$ cat src/rtl/rail_fault_supervisor.sv
module rail_fault_supervisor #(
  parameter int STRIKES = 3
) (
  input  logic clk,
  input  logic rst_n,
  input  logic bias_ok,
  input  logic core_oc,
  input  logic core_ov,
  input  logic uv2,
  input  logic uv3,
  input  logic uv4,
  input  logic ss_a_full,
  input  logic ss_b_full,
  input  logic ss_b_low,
  input  logic core_hi_prebias,
  output logic rail_inhibit,
  output logic ss_fast_dump,
  output logic ss_slow_drain,
  output logic lowside_clamp,
  output logic fault_pin
);
  localparam int CW = $clog2(STRIKES + 1);

  logic       retry_q, fault_q;
  logic [1:0] evt, hit;
  logic       accept, start_ok, perm_trip;

  assign evt[0]   = core_oc;
  assign evt[1]   = (uv2 & ss_b_full) | (uv3 & ss_a_full);
  assign accept   = bias_ok & ~retry_q & ~fault_q;
  assign start_ok = ss_a_full & ss_b_full & ~retry_q & ~fault_q & ~|evt;

  for (genvar g = 0; g < 2; g++) begin : g_strike
    logic [CW-1:0] cnt_q;
    always_ff @(posedge clk or negedge rst_n) begin
      if (!rst_n)                               cnt_q <= '0;
      else if (!bias_ok)                        cnt_q <= '0;
      else if (accept && evt[g] && cnt_q != CW'(STRIKES)) cnt_q <= cnt_q + 1'b1;
      else if (start_ok)                        cnt_q <= '0;
    end
    assign hit[g] = accept & evt[g] & (cnt_q == CW'(STRIKES - 1));
  end

  assign perm_trip = core_ov | (uv4 & ss_b_full) | (|hit);

  always_ff @(posedge clk or negedge rst_n) begin
    if (!rst_n)         fault_q <= 1'b0;
    else if (!bias_ok)  fault_q <= 1'b0;
    else if (perm_trip) fault_q <= 1'b1;
  end

  always_ff @(posedge clk or negedge rst_n) begin
    if (!rst_n)                retry_q <= 1'b0;
    else if (!bias_ok)         retry_q <= 1'b0;
    else if (accept && |evt)   retry_q <= 1'b1;
    else if (ss_b_low)         retry_q <= 1'b0;
  end

  assign rail_inhibit  = retry_q | fault_q | ~bias_ok;
  assign ss_fast_dump  = retry_q | fault_q;
  assign ss_slow_drain = retry_q | fault_q;
  assign lowside_clamp = bias_ok ? core_ov : core_hi_prebias;
  assign fault_pin     = fault_q;
endmodule


$ cat config.mk
export PLATFORM = sky130hd
export DESIGN_NAME = rail_fault_supervisor
export DESIGN_NICKNAME = d
export VERILOG_FILES = /design/src/rtl/rail_fault_supervisor.sv
export SDC_FILE = /design/constraint.sdc
export NUM_CORES = 1
export LEC_CHECK = 0
export ABC_CLOCK_PERIOD_IN_PS = 1590
export BUFFER_PORTS_ARGS = -buffer_cell sky130_fd_sc_hd__buf_2
export CAP_MARGIN = 20
export CORE_AREA = 2 2 39 41
export CTS_CLUSTER_DIAMETER = 50
export DETAILED_ROUTE_END_ITERATION = 8
export DIE_AREA = 0 0 41 43
export PLACE_DENSITY = 0.59
export SYNTH_ARGS = -nofsm -noshare
export SYNTH_HDL_FRONTEND = slang
export SYNTH_SLANG_ARGS = --single-unit
$ cat constraint.sdc
create_clock -name clk -period 1.59 [get_ports clk]
set_clock_uncertainty 0.1 [all_clocks]
set_input_delay 0.159 -clock clk [delete_from_list [all_inputs] [get_ports clk]]
set_output_delay 0.159 -clock clk [all_outputs]
set_load 0.01 [all_outputs]
==> flow_summary.ini, run 1 <==
[cells_and_area]
stdcell_area_um2 = 571.8
final_layout_size_suffix_gt1_share_pct = 45.31
final_cells = 80
final_nets = 82
diodes = 0
area_growth_pct = 39.76
fin_util_pct = 41.32
fillers = 140

[setup_path]
cp_top_family = simple AND/OR/NAND/NOR gates
cpPeakStageDelay_ns = 0.47
cp-start-kind = flop
critical_path_arrival_ns = 1.62
crit_chain = or3b_4 > or4_1 > o21ai_1
critical_path_required_ns = 1.66
crit_buf_inv = 0
crit_type = flop to flop
cp_max_fo = 5
critPathCaptureType = flop
r2r_slack_ns = 0.04
slowest_stage = or4_1

[logic_synthesis]
ys_warn_count = 0
synth_cells = 40
syn_area_per_cell_um2 = 10.23
yosysUniqueCellTypes = 22
synth_area_um2 = 409.1
ys_seq_elements = 6
synth_seq_area_share_pct = 36.70
synth.net_count = 56

[floorplanning]
die_h_um = 43
chipWidth_um = 41
die-area_um2 = 1763
fp.coreArea_um2 = 1384
start_util_pct = 29.57
io_pins = 17
std_cell_rows = 14

[route]
vias = 413
drt_iter0_markers = 7
dr.pass1.iters = 4
drc = 0
ant_nets = 0
met2_length_um = 496
finalWirelength_um = 968
dr_wl_met3_um = 34
vias_per_cell = 5.163
maxUsedRoutingLayer = met3
drt-met1-wl_um = 437
avgRoutedWirePerCell_um = 12.10

[timing]
setup_viol = 0
rsz0062_at_grt = true
fin_ws_ns = 0.03625
tightest_slew_ns = 0.3355
fin_crit_ns = 1.554
timing.hold.ws_ns = 0.08820
drv_slew = 0
timing_hold_violations_final = 0
setup-tns-final_ns = 0
fin_crit_sh_pct = 97.72
max_slew_margin_pct = 77.63
max_freq_mhz = 643.6

[clocking]
clock_latency_ns = 0.24
cts_tree = yes
cts_buffers = 3
htreeDepth = 1
cts-root-buf = clkbuf_4
cts.sinks = 6
clkTransAtPathRegs_ns = 0.05
cts_buffer_depth = 2

[grt]
first_global_vias = 370
gr-usage-all-layers_pct = 12.29
antenna_found_initial = 0
grt_max_degree = 10
overflow = 0
grt_pass1_wl_um = 1476

[power_and_ir_drop]
power_density_nw_per_um2 = 757.2
p_total_mw = 0.4330
leakagePower_nw = 0.2784
vdd_ir_drop_max_uv = 200.4

[placement]
gp_congestion = 0.7115
io_buffer_count = 16
place_ws_ns = -0.05037
dpl-instance-area_um2 = 520.5
placed_cells = 74
hpwl_um = 719.8

[run]
drv_cap = 0

[hold_path]
worstHoldPathType = primary input to flop

[run_status]
status = finished clean
-- metal layers --
layer	track usage (%)	vias up
met4	8.000	0
met2	19.69	6
met5	0	-
li1	-	206
met3	3.141	0
met1	13.31	201
-- worst paths after layout --
path	start	to	cells after the start
setup / recovery	fault_pin$_DFFE_PN0P_	g_strike[1].cnt_q[1]$_DFFE_PN0P_	3
hold / removal	ss_b_low	retry_q$_DFFE_PN0P_	3
setup reg to reg	fault_pin$_DFFE_PN0P_	g_strike[1].cnt_q[1]$_DFFE_PN0P_	3
hold reg to reg	g_strike[1].cnt_q[1]$_DFFE_PN0P_	g_strike[1].cnt_q[1]$_DFFE_PN0P_	2
max in group asynchronous	rst_n	g_strike[0].cnt_q[0]$_DFFE_PN0P_	2
min in group asynchronous	rst_n	retry_q$_DFFE_PN0P_	2
-- placed cells by master, fill, tap and decap left out, types with 2 or more instances in the layout --
master and count:
buf_4 5, dfrtp_1 6, o21ai_0 5, buf_2 16, a22oi_1 2, inv_1 2
ha_1 4, o31ai_1 2, clkbuf_4 3, or4_1 2, nand2b_1 2
-- cells by family after synthesis --
group,share of synthesized area [%]
AO/OA/AOI/OAI,26.91
AND/OR/NAND/NOR,14.99
flip-flops,36.70
buffers and inverters,6.423
adder cells (fa/ha/maj),12.23
multiplexers,2.752
-- report_power, final --
part | internal (mW) | total [mW] | leakage, nW | switching (mW)
clock | 0.0854 | 0.141 | 0.0138 | 0.0553
sequential | 0.166 | 0.179 | 0.0795 | 0.0127
combinational | 0.0600 | 0.113 | 0.185 | 0.0533
total | 0.312 | 0.433 | 0.278 | 0.121
-- registers in the layout, summed over array words and instances, names as in the netlist --
signal / flops
g_strike.cnt_q: 4
fault_pin: 1
retry_q: 1
-- worst min-delay path, delay by kind of cell --
kind	cells	cell delay, ns
buf+inv	1	0.07
simple gates	1	0.08
compound gates	1	0.07
-- area by class of cell --
| cell class | instances | area (µm²) | area share (%) |
|---|---|---|---|
| clock buffer | 3 | 22.52 | 3.939 |
| multi-input combinational | 31 | 244.0 | 42.67 |
| inverter | 2 | 7.507 | 1.313 |
| tap | 16 | 20.02 | 3.501 |
| timing repair buffer | 22 | 127.6 | 22.32 |
| sequential | 6 | 150.1 | 26.26 |
-- synthesized netlist by cell type --
master	instances	area, µm²
dfrtp_1	6	150.1
o21ai_0	6	30.03
ha_1	4	50.05
a22oi_1	2	15.01
inv_1	2	7.510
nand2b_1	2	12.51
o31ai_1	2	15.01
or4_1	2	15.01
a211o_1	1	8.760
a21boi_0	1	7.510
a22o_1	1	8.760
buf_4	1	7.510
buf_6	1	11.26
mux2_2	1	11.26
nand2_1	1	3.750
nand3b_1	1	7.510
o21bai_1	1	7.510
o32ai_1	1	8.760
o41ai_1	1	8.760
or2_2	1	6.260
or3_2	1	7.510
or3b_1	1	8.760
-- timing repair --
| action | CTS | global route |
|---|---|---|
| pin swaps | 0 | 1 |
| setup buffers | 0 | 1 |
| hold endpoints to repair | 6 | 0 |
| setup endpoints to repair | 4 | 2 |
| gates cloned | 0 | 1 |
| gates resized for setup | 1 | 1 |
| hold buffers | 1 | 0 |
No activity file was read; power rests on OpenSTA's default activity.
==> run 2, diff against run 1 <==
ABC_AREA = 1   (was not set)
ABC_CLOCK_PERIOD_IN_PS = 1500   (was 1590)
clock period = 1.5 ns   (was 1.59 ns; I/O delays follow)
==> run 2 against run 1 <==
Combinational power fell by 11%. Synthesized area rose by 5.5%. Utilization fell by 1.4 points.
==> flow_summary.ini, run 2 <==
[setup_path]
slowest_stage = dfrtp_1
cp_max_fo = 5
cp-start-kind = flop
rr_worst_depth = 5
critical_path_required_ns = 1.25
crit_type = flop to output pin
cpPeakStageDelay_ns = 0.39
crit_chain = nor2_4 > inv_1 > buf_2
critPathCaptureType = output pin
critical_path_arrival_ns = 1.02

[grt]
overflow = 0
antenna_found_initial = 0
gr-usage-all-layers_pct = 12.74
grt_pass1_wl_um = 1442
grt_max_degree = 11
first_global_vias = 381

[logic_synthesis]
ys_warn_count = 0
synth-edff-count = 0
synth_top_cell_by_area = dfrtp_1
syn_area_per_cell_um2 = 7.848
synth_flop_cell = dfrtp_1
synth_cells = 55
synth_common_cells = nand2_1 (13), inv_1 (8), nand4_1 (8)
synth_area_um2 = 431.7
synth.net_count = 71
async_reset_ff_share_pct = 100.0
yosysUniqueCellTypes = 17
ys_seq_elements = 6
synth.area.top_cells = dfrtp_1 (35%), ha_1 (12%), nand4_1 (12%)
netlist.area_leader.share_pct = 34.78
synth_seq_area_share_pct = 34.78
synth.most_common_cell = nand2_1

[cells_and_area]
final_cell_mix = buf_2 (16), nand2_1 (13), inv_1 (8), nand4_1 (8), dfrtp_1 (6)
final_common_cell = buf_2
final_layout_size_suffix_gt1_share_pct = 32.88
largest-register = g_strike.cnt_q
diodes = 0
final_nets = 91
area_growth_pct = 27.83
largest_reg_flops = 4
stdcell_area_um2 = 551.8

[floorplanning]
chipWidth_um = 41
start_util_pct = 31.19
die_h_um = 43
std_cell_rows = 14
die-area_um2 = 1763
io_pins = 17
fp.coreArea_um2 = 1384

[route]
drt_iter0_markers = 3
vias_per_cell = 4.618
ant_nets = 0
dr.pass1.iters = 2
vias = 411
avgRoutedWirePerCell_um = 9.584
finalWirelength_um = 853
drc = 0

[clocking]
cts_buffers = 3
cts_tree = yes
cts.sinks = 6
cts_buffer_depth = 2
clock_latency_ns = 0.24
cts-root-buf = clkbuf_4
cts-resized-gates = 0
clkTransAtPathRegs_ns = 0.04
htreeDepth = 1

[placement]
io_buffer_count = 16
dpl-instance-area_um2 = 519.2
gp_congestion = 0.6412
hpwl_um = 721.2
place_ws_ns = 0.2662

[timing]
fin_crit_ns = 1.269
setup_viol = 0
fin_crit_sh_pct = 84.59
tightest_slew_ns = 0.2016
fin_ws_ns = 0.2311
max_slew_margin_pct = 86.56
drv_slew = 0
timing.hold.ws_ns = 0.01554
timing_hold_violations_final = 0
max_freq_mhz = 788.1
setup-tns-final_ns = 0
rsz0062_at_grt = false

[hold_path]
worstHoldPathType = primary input to flop
worstHoldPathCells = 2

[power_and_ir_drop]
vdd_ir_drop_max_uv = 340.1
power_density_nw_per_um2 = 788.1
leakagePower_nw = 0.3090
p_total_mw = 0.4349

[run]
drv_cap = 0

[run_status]
status = finished clean
[run 2: power by group]
group	total, mW	leakage, nW	switching [mW]	internal, mW
Sequential	0.188	0.0796	0.0123	0.176
Combinational	0.101	0.216	0.0588	0.0424
Clock	0.146	0.0138	0.0553	0.0903
[run 2: routing by layer]
layer	wire length (µm)	GRT usage [%]	vias up
met5	0	0	-
met3	65	5.236	3
li1	-	-	219
met2	385	17.50	13
met1	378	14.80	176
met4	23	10.00	0
[run 2: area by class of cell]
| class | count | area [µm²] |
|---|---|---|
| repair buffers | 17 | 90.09 |
| flip-flops and latches | 6 | 150.1 |
| clock buffers | 3 | 22.52 |
| fillers | 152 | 832.0 |
| inverters | 9 | 35.03 |
| well taps | 16 | 20.02 |
| multi-input cells | 38 | 234.0 |
[run 2: worst paths after layout]
| path | from | endpoint | slack, ns |
|---|---|---|---|
| hold / removal | ss_b_low | retry_q$_DFFE_PN0P_ | 0.02 |
| max in group asynchronous | rst_n | fault_pin$_DFFE_PN0P_ | 1.00 |
| min in group asynchronous | rst_n | g_strike[1].cnt_q[0]$_DFFE_PN0P_ | 0.16 |
| setup / recovery | retry_q$_DFFE_PN0P_ | ss_fast_dump | 0.23 |
| setup reg to reg | g_strike[0].cnt_q[0]$_DFFE_PN0P_ | g_strike[0].cnt_q[1]$_DFFE_PN0P_ | 0.25 |
| hold reg to reg | g_strike[1].cnt_q[0]$_DFFE_PN0P_ | g_strike[1].cnt_q[0]$_DFFE_PN0P_ | 0.46 |
[run 2: worst max-delay path: cells and delay by family (launching register included)]
kind	cells	cell delay (ns)
buf+inv	2	0.21
flops	1	0.39
simple gates	1	0.18
[run 2: timing repair]
action                                 CTS  global route
hold buffers                             1             0
endpoints found under the hold margin    6             0
buffers inserted                         0             0
[run 2: cell families (layout without fill, tap and decap cells)]
logic type / count (synthesis) / in the layout / synth area share [%]
and+or+nand+nor: 31 / 31 / 38.84
buffers and inverters: 11 / 29 / 11.01
DFF: 6 / 6 / 34.78
adders and majority gates: 4 / 4 / 11.59
AOI/OAI and AO/OA: 3 / 3 / 3.769
[run 2: per-stage QoR]
stage / util [%] / std cells
5_1_grt: 39.87 / 89
2_1_floorplan: - / 55
3_5_place_dp: 37.52 / 85
4_1_cts: 39.87 / 89
3_3_place_gp: 37.52 / 85
6_report: 39.87 / 89
